$ cat src/rtl/edo_seq_pkg.sv
package edo_seq_pkg;

    typedef enum logic [2:0] {
        ST_IDLE = 3'd0,   // row closed
        ST_RCD  = 3'd1,   // row strobe low, waiting before column strobe
        ST_COL  = 3'd2,   // column strobe(s) low
        ST_CPRE = 3'd3,   // column precharge inside the open row
        ST_OPEN = 3'd4,   // row open, waiting for work
        ST_PRE  = 3'd5    // row precharge
    } seq_state_e;

endpackage

$ cat src/rtl/edo_addr_split.sv
module edo_addr_split #(
    parameter int ROW_W = 12,
    parameter int COL_W = 10,
    parameter int PIN_W = 12
) (
    input  logic [ROW_W+COL_W-1:0] host_addr,
    input  logic [ROW_W-1:0]       open_row,
    input  logic [ROW_W-1:0]       cur_row,
    input  logic [COL_W-1:0]       cur_col,
    output logic [ROW_W-1:0]       host_row,
    output logic [COL_W-1:0]       host_col,
    output logic                   same_row,
    output logic [PIN_W-1:0]       row_pins,
    output logic [PIN_W-1:0]       col_pins
);
    assign host_row = host_addr[ROW_W+COL_W-1:COL_W];
    assign host_col = host_addr[COL_W-1:0];
    assign same_row = (host_row == open_row);

    generate
        if (PIN_W > ROW_W) begin : g_row_pad
            assign row_pins = {{(PIN_W-ROW_W){1'b0}}, cur_row};
        end else begin : g_row_fit
            assign row_pins = cur_row;
        end
        if (PIN_W > COL_W) begin : g_col_pad
            assign col_pins = {{(PIN_W-COL_W){1'b0}}, cur_col};
        end else begin : g_col_fit
            assign col_pins = cur_col;
        end
    endgenerate
endmodule

$ cat src/rtl/edo_row_budget.sv
module edo_row_budget #(
    parameter int ROW_MAX   = 10000,
    parameter int T_CAS     = 2,
    parameter int T_CP      = 1,
    parameter int T_RAS_MIN = 3,
    parameter int AGE_W     = 14
) (
    input  logic clk,
    input  logic rst_n,
    input  logic row_low,
    output logic room,
    output logic ras_ok
);
    // A hit taken at age a leaves the row low for a + T_CAS + T_CP + 2 cycles at most.
    localparam int              ROOM_LIM = ROW_MAX - T_CAS - T_CP - 2;
    localparam logic [AGE_W-1:0] ROOM_V  = AGE_W'(ROOM_LIM);
    localparam logic [AGE_W-1:0] RAS_V   = AGE_W'(T_RAS_MIN - 1);
    localparam logic [AGE_W-1:0] AGE_TOP = '1;

    logic [AGE_W-1:0] age_d, age_q;

    always_comb begin
        age_d = '0;
        if (row_low) begin
            age_d = (age_q == AGE_TOP) ? age_q : age_q + 1'b1;
        end
    end

    always_ff @(posedge clk or negedge rst_n) begin
        if (!rst_n) age_q <= '0;
        else        age_q <= age_d;
    end

    assign room   = (age_q <= ROOM_V);
    assign ras_ok = (age_q >= RAS_V);

    // the age restarts whenever the row is closed
    p_age_restart_r8: assert property (@(posedge clk) disable iff (!rst_n)
        !row_low |=> (age_q == '0));
endmodule

$ cat src/rtl/edo_page_seq.sv
module edo_page_seq
    import edo_seq_pkg::*;
#(
    parameter int ROW_W     = 12,
    parameter int COL_W     = 10,
    parameter int LANES     = 4,
    parameter int T_RCD     = 1,
    parameter int T_CAS     = 2,
    parameter int T_CP      = 1,
    parameter int T_RP      = 2,
    parameter int T_RAS_MIN = 3,
    parameter int ROW_MAX   = 10000
) (
    input  logic                                       clk,
    input  logic                                       rst_n,
    input  logic                                       req_valid,
    output logic                                       req_ready,
    input  logic                                       req_write,
    input  logic                                       req_early,
    input  logic [ROW_W+COL_W-1:0]                     req_addr,
    input  logic [LANES-1:0]                           req_wdata,
    input  logic [LANES-1:0]                           req_mask,
    output logic                                       rd_valid,
    output logic [LANES-1:0]                           rd_data,
    output logic                                       dram_ras_n,
    output logic [LANES-1:0]                           dram_cas_n,
    output logic                                       dram_we_n,
    output logic                                       dram_oe_n,
    output logic [((ROW_W > COL_W) ? ROW_W : COL_W)-1:0] dram_addr,
    output logic [LANES-1:0]                           dram_dq_o,
    output logic                                       dram_dq_oe,
    input  logic [LANES-1:0]                           dram_dq_i
);
    localparam int PIN_W  = (ROW_W > COL_W) ? ROW_W : COL_W;
    localparam int T_A    = (T_RCD > T_CAS) ? T_RCD : T_CAS;
    localparam int T_B    = (T_CP > T_RP) ? T_CP : T_RP;
    localparam int T_MAX  = (T_A > T_B) ? T_A : T_B;
    localparam int TMR_W  = $clog2(T_MAX + 1);
    localparam int AGE_W  = $clog2(ROW_MAX + 2);

    localparam logic [TMR_W-1:0] RCD_L = TMR_W'(T_RCD - 1);
    localparam logic [TMR_W-1:0] CAS_L = TMR_W'(T_CAS - 1);
    localparam logic [TMR_W-1:0] CP_L  = TMR_W'(T_CP - 1);
    localparam logic [TMR_W-1:0] RP_L  = TMR_W'(T_RP - 1);

    typedef struct packed {
        seq_state_e         st;
        logic [TMR_W-1:0]   tmr;
        logic               wr;
        logic               early;
        logic [ROW_W-1:0]   row;
        logic [COL_W-1:0]   col;
        logic [LANES-1:0]   wdata;
        logic [LANES-1:0]   mask;
        logic               rd_valid;
        logic [LANES-1:0]   rd_data;
    } seq_t;

    seq_t seq_d, seq_q;

    logic [ROW_W-1:0] host_row;
    logic [COL_W-1:0] host_col;
    logic             same_row;
    logic [PIN_W-1:0] row_pins, col_pins;
    logic             row_low, room, ras_ok, accept;

    edo_addr_split #(.ROW_W(ROW_W), .COL_W(COL_W), .PIN_W(PIN_W)) u_split (
        .host_addr (req_addr),
        .open_row  (seq_q.row),
        .cur_row   (seq_q.row),
        .cur_col   (seq_q.col),
        .host_row  (host_row),
        .host_col  (host_col),
        .same_row  (same_row),
        .row_pins  (row_pins),
        .col_pins  (col_pins)
    );

    assign row_low = (seq_q.st == ST_RCD) || (seq_q.st == ST_COL) ||
                     (seq_q.st == ST_CPRE) || (seq_q.st == ST_OPEN);

    edo_row_budget #(.ROW_MAX(ROW_MAX), .T_CAS(T_CAS), .T_CP(T_CP),
                     .T_RAS_MIN(T_RAS_MIN), .AGE_W(AGE_W)) u_budget (
        .clk     (clk),
        .rst_n   (rst_n),
        .row_low (row_low),
        .room    (room),
        .ras_ok  (ras_ok)
    );

    assign req_ready = (seq_q.st == ST_IDLE) ||
                       ((seq_q.st == ST_OPEN) && same_row && room);
    assign accept    = req_valid && req_ready;

    always_comb begin
        seq_d          = seq_q;
        seq_d.rd_valid = 1'b0;
        unique case (seq_q.st)
            ST_IDLE: begin
                if (accept) begin
                    seq_d.st    = ST_RCD;
                    seq_d.tmr   = RCD_L;
                    seq_d.row   = host_row;
                    seq_d.col   = host_col;
                    seq_d.wr    = req_write;
                    seq_d.early = req_early;
                    seq_d.wdata = req_wdata;
                    seq_d.mask  = req_mask;
                end
            end
            ST_RCD: begin
                if (seq_q.tmr == '0) begin
                    seq_d.st  = ST_COL;
                    seq_d.tmr = CAS_L;
                end else begin
                    seq_d.tmr = seq_q.tmr - 1'b1;
                end
            end
            ST_COL: begin
                if (seq_q.tmr == '0) begin
                    if (!seq_q.wr) begin
                        seq_d.rd_valid = 1'b1;
                        seq_d.rd_data  = dram_dq_i;
                    end
                    seq_d.st  = ST_CPRE;
                    seq_d.tmr = CP_L;
                end else begin
                    seq_d.tmr = seq_q.tmr - 1'b1;
                end
            end
            ST_CPRE: begin
                if (seq_q.tmr == '0) seq_d.st  = ST_OPEN;
                else                 seq_d.tmr = seq_q.tmr - 1'b1;
            end
            ST_OPEN: begin
                if (accept) begin
                    seq_d.st    = ST_COL;
                    seq_d.tmr   = CAS_L;
                    seq_d.col   = host_col;
                    seq_d.wr    = req_write;
                    seq_d.early = req_early;
                    seq_d.wdata = req_wdata;
                    seq_d.mask  = req_mask;
                end else if ((req_valid || !room) && ras_ok) begin
                    seq_d.st  = ST_PRE;
                    seq_d.tmr = RP_L;
                end
            end
            ST_PRE: begin
                if (seq_q.tmr == '0) seq_d.st  = ST_IDLE;
                else                 seq_d.tmr = seq_q.tmr - 1'b1;
            end
            default: seq_d.st = ST_IDLE;
        endcase
    end

    always_ff @(posedge clk or negedge rst_n) begin
        if (!rst_n) seq_q <= '0;
        else        seq_q <= seq_d;
    end

    logic in_col;
    always_comb begin
        in_col     = (seq_q.st == ST_COL);
        dram_ras_n = !row_low;
        dram_cas_n = in_col ? (seq_q.wr ? ~seq_q.mask : '0) : '1;
        dram_we_n  = !(in_col && seq_q.wr && (seq_q.early || (seq_q.tmr != CAS_L)));
        dram_oe_n  = !(in_col && !seq_q.wr);
        dram_dq_oe = !dram_we_n;
        dram_dq_o  = seq_q.wdata;
        dram_addr  = ((seq_q.st == ST_COL) || (seq_q.st == ST_CPRE) ||
                      (seq_q.st == ST_OPEN)) ? col_pins : row_pins;
        rd_valid   = seq_q.rd_valid;
        rd_data    = seq_q.rd_data;
    end

    // Strobe run counters used only by the checks below.
    localparam logic [AGE_W-1:0] RUN_TOP = '1;
    localparam logic [AGE_W-1:0] LIM_V   = AGE_W'(ROW_MAX);
    localparam logic [AGE_W-1:0] RP_V    = AGE_W'(T_RP);
    localparam logic [AGE_W-1:0] RMIN_V  = AGE_W'(T_RAS_MIN);
    logic [AGE_W-1:0] low_run_q, hi_run_q;

    always_ff @(posedge clk or negedge rst_n) begin
        if (!rst_n) begin
            low_run_q <= '0;
            hi_run_q  <= RP_V;
        end else begin
            low_run_q <= dram_ras_n ? '0 : ((low_run_q == RUN_TOP) ? low_run_q : low_run_q + 1'b1);
            hi_run_q  <= !dram_ras_n ? '0 : ((hi_run_q == RUN_TOP) ? hi_run_q : hi_run_q + 1'b1);
        end
    end

    p_row_limit_r8: assert property (@(posedge clk) disable iff (!rst_n)
        !dram_ras_n |-> (low_run_q < LIM_V));
    p_ras_precharge_r7: assert property (@(posedge clk) disable iff (!rst_n)
        $fell(dram_ras_n) |-> (hi_run_q >= RP_V));
    p_cas_needs_row_r7: assert property (@(posedge clk) disable iff (!rst_n)
        (dram_cas_n != '1) |-> !dram_ras_n);
    p_ras_min_r9: assert property (@(posedge clk) disable iff (!rst_n)
        $rose(dram_ras_n) |-> (low_run_q >= RMIN_V));
    p_write_hiz_r4: assert property (@(posedge clk) disable iff (!rst_n)
        !dram_we_n |-> (dram_oe_n && dram_dq_oe));
    p_we_in_col_r5: assert property (@(posedge clk) disable iff (!rst_n)
        !dram_we_n |-> (dram_cas_n != '1));
    p_rd_pulse_r10: assert property (@(posedge clk) disable iff (!rst_n)
        rd_valid |=> !rd_valid);
endmodule

$ cat config.mk
export PLATFORM = sky130hd
export DESIGN_NAME = edo_page_seq
export DESIGN_NICKNAME = d
export VERILOG_FILES = /design/src/rtl/edo_seq_pkg.sv /design/src/rtl/edo_addr_split.sv /design/src/rtl/edo_row_budget.sv /design/src/rtl/edo_page_seq.sv
export SDC_FILE = /design/constraint.sdc
export NUM_CORES = 1
export LEC_CHECK = 0
export BUFFER_PORTS_ARGS = -buffer_cell sky130_fd_sc_hd__buf_2
export CORE_ASPECT_RATIO = 1.1
export CORE_MARGIN = 1
export CORE_UTILIZATION = 35
export CTS_CLUSTER_DIAMETER = 50
export CTS_CLUSTER_SIZE = 40
export DETAILED_ROUTE_END_ITERATION = 10
export PLACE_DENSITY_LB_ADDON = 0.25
export SETUP_SLACK_MARGIN = 0.5
export SLEW_MARGIN = 25
export SYNTH_ARGS = -nofsm -noshare
export SYNTH_HDL_FRONTEND = slang
export SYNTH_HIERARCHICAL = 1
export SYNTH_SLANG_ARGS = --single-unit
$ cat constraint.sdc
create_clock -name clk -period 2.9 [get_ports clk]
set_input_delay 0.58 -clock clk [delete_from_list [all_inputs] [get_ports clk]]
set_output_delay 0.58 -clock clk [all_outputs]
set_load 0.01 [all_outputs]
==> results.py <==
metrics = {
    "logic_synthesis": {
        "synth_area_leaders": "dfrtp_1 40%, mux2_2 16%, buf_4 12%",
        "yosysMostFrequentCell": "dfrtp_1",
        "yosys.area.top_type": "dfrtp_1",
        "synth-seq-cells": 56,
        "synth_area_mm2": 0.00349,
        "ys_seq_area_share_pct": 40.2,
        "synth_edf_count": 0,
        "synth_commonest_cells": "56 x dfrtp_1, 55 x buf_4, 49 x mux2_2, 17 x xnor2_1",
        "synth.distinct_cells": 50,
        "netlist.area_leader.share_pct": 40.2,
        "synth_ff_type": "dfrtp_1",
        "ys_async_sr_fraction_pct": 100,
        "ys_warn_count": 6,
        "syn_avg_cell_area_um2": 10.7,
        "postSynthCellCount": 327,
    },
    "clock_network": {
        "clk_path_buf_depth": 2,
        "cts_tree": "built",
        "clockRootBuffer": "clkbuf_8",
        "hold_buffers": 0,
        "numCtsBuffers": 5,
        "htree_levels": 2,
        "cts_sinks": 56,
        "clkSlewWorstSetupHoldPaths_ps": 110,
        "insertion_delay_ps": 310,
    },
    "final_layout": {
        "diodes": 0,
        "drive_gt1_share_pct": 46.6,
        "design_area_mm2": 0.00378,
        "syn2layout_area_growth_pct": 8.40,
        "nets": 400,
        "final_util_pct": 39.6,
    },
    "floorplan": {
        "ioPinCount": 69,
        "rows": 37,
        "core-area_mm2": 0.00954,
        "initial_core_util_pct": 36.6,
        "dieArea_mm2": 0.0104,
        "die_w_um": 97.2,
        "die_y_um": 107,
    },
    "setup_path": {
        "r2r.worst_path.cells": 9,
        "worstSetupStartpointType": "flip-flop",
        "r2r-start": "u_budget/age_q[5]$_DFFE_PN0P_",
        "critPathKind": "flip-flop to primary output",
        "slowest_stage": "dfrtp_2",
        "cp.buffers_inverters": 1,
        "cpPeakStageDelay_ps": 440,
        "r2r_end": "dram_dq_o[0]$_DFFE_PN0P_",
        "cp_max_fo": 2,
        "crit_required_ps": 2320,
        "end_kind": "primary output",
        "path_depth": 6,
        "path_cells": "nor4_4, a21oi_2, o31ai_2, nand2_1, a21boi_2, buf_2",
        "arrival_ps": 1890,
        "crit_family": "compound AO/OA/AOI/OAI gates",
        "rrSetupSlack_ps": 540,
    },
    "global_route": {
        "grt_pass1_wl_um": 11000,
        "first_global_vias": 2323,
        "grt_use_met2_pct": 22.9,
        "gr-total-overflow": 0,
        "grt_use_total_pct": 13.1,
        "grt_max_degree": 26,
        "met1_usage_pct": 16.2,
        "use_met3_pct": 2.61,
        "grt.busiest_layer": "met2",
        "grt_antenna_before_repair": 0,
    },
    "power": {
        "leakage_uw": 0.00165,
        "power_uw": 3780,
        "worst_ir_drop_vdd_mv": 0.387,
        "powerDensity_mw_per_mm2": 1000,
    },
    "drt": {
        "wl_um": 6740,
        "route.detailed.drc": 0,
        "ant_nets": 0,
        "dr.pass1.iters": 4,
        "num_vias": 2334,
        "routedWlPerCell_um": 14.2,
        "drt_iter0_drc": 100,
        "avgViaCountPerCell": 4.93,
    },
    "min_path": {
        "min_path_type": "primary input to async pin",
    },
    "placed_design": {
        "dp_hpwl_um": 4860,
        "portBuffers": 68,
        "gp_congestion": 0.799,
        "placedInstanceArea_mm2": 0.00354,
    },
    "sta": {
        "clock_skew_ps": 10.1,
        "fin_crit_ps": 2470,
        "final_hold_viol_count": 0,
        "min_period_over_period_pct": 85.2,
        "slew_headroom_pct": 53.8,
        "setup_tns_ps": 0,
        "setup_viol": 0,
        "fmax_ghz": 0.405,
        "tightest_slew_ps": 692,
        "rsz0062_at_grt": "true",
        "drv_slew": 0,
    },
    "flow_run": {
        "max_cap_viol_count": 0,
    },
    "run_status": {
        "status": "finished clean",
    },
}
where the power goes:
group	total (uW)	switching [uW]	internal, uW	leakage, uW
Clock	461	265	196	0.0000516
Combinational	1980	941	1040	0.000913
Sequential	1340	238	1100	0.000684
kinds of logic after synthesis:
group                    share of synthesized area (%)
AO/OA/AOI/OAI                                     9.04
adder cells (fa/ha/maj)                           2.15
multiplexers                                      16.7
other                                            0.108
AND/OR/NAND/NOR                                   11.7
buffers and inverters                             15.8
XOR/XNOR                                          4.27
flip-flops                                        40.2
routing by layer:
metal,vias to the layer above,share of wire [%]
met5,-,0
met1,1136,45
li1,1143,-
met3,6,4.0
met2,49,50
met4,0,1.1
stage by stage:
step / std cells / hold WS, ps / setup WS [ps]
CTS: 468 / 100 / 460
finish: 473 / 95.0 / 429
detailed placement: 454 / 453 / 438
global route: 473 / 96.9 / 333
floorplan: 328 / 284 / 589
global placement: 454 / 449 / 385
placed cells by master (no fill, tap or decap), drive strengths merged, types with 2 or more instances in the layout:
cell type / n
a21boi: 2
a21oi: 10
mux2i: 3
nor2: 13
o21ai: 16
nor3: 8
a31oi: 4
mux2: 49
buf: 85
inv: 16
nor4: 5
a211oi: 3
nand4: 10
nand2b: 4
ha: 6
conb: 2
nand2: 11
and3: 3
xnor2: 17
o21a: 2
o22ai: 2
clkbuf: 6
dfrtp: 56
nand3: 8
nor2b: 2
how the worst max path moves through the flow:
stage	slack, ps	startpoint	end
finish	430	u_budget/age_q[5]$_DFFE_PN0P_	req_ready
global route	330	u_budget/age_q[5]$_DFFE_PN0P_	req_ready
floorplan	590	u_budget/age_q[4]$_DFFE_PN0P_	req_ready
detailed placement	440	req_addr[13]	req_ready
CTS	460	u_budget/age_q[6]$_DFFE_PN0P_	req_ready
global placement	390	req_addr[20]	req_ready
worst register-to-register path, delay by kind of cell, from the launching register on:
kind,cells,cell delay (ps)
flip-flops,1,440
AO/OA/AOI/OAI,3,550
multiplexers,1,350
buffers and inverters,3,480
AND/OR/NAND/NOR,2,450
registers in the layout, indices dropped and copies added, names as in the netlist:
register        count
rd_valid            1
u_budget/age_q     14
dram_dq_o           4
rd_data             4
seq_q              33
final cells by class:
| cell class | count | area, um2 |
|---|---|---|
| Timing Repair Buffer | 85 | 505 |
| Clock inverter | 2 | 13.8 |
| Fill cell | 972 | 5760 |
| Multi-Input combinational cell | 192 | 1570 |
| Clock buffer | 6 | 82.6 |
| Tap cell | 117 | 146 |
| Sequential cell | 56 | 1410 |
| Inverter | 15 | 56.3 |
timing repair:
item                                    in CTS  in global routing
resized for setup                           10                  2
buffers inserted                             6                  5
endpoints found under the hold margin        0                  0
pin swaps                                    1                  3
endpoints found under the setup margin      14                 12
Note: power is estimated with default switching activity, not from simulation.
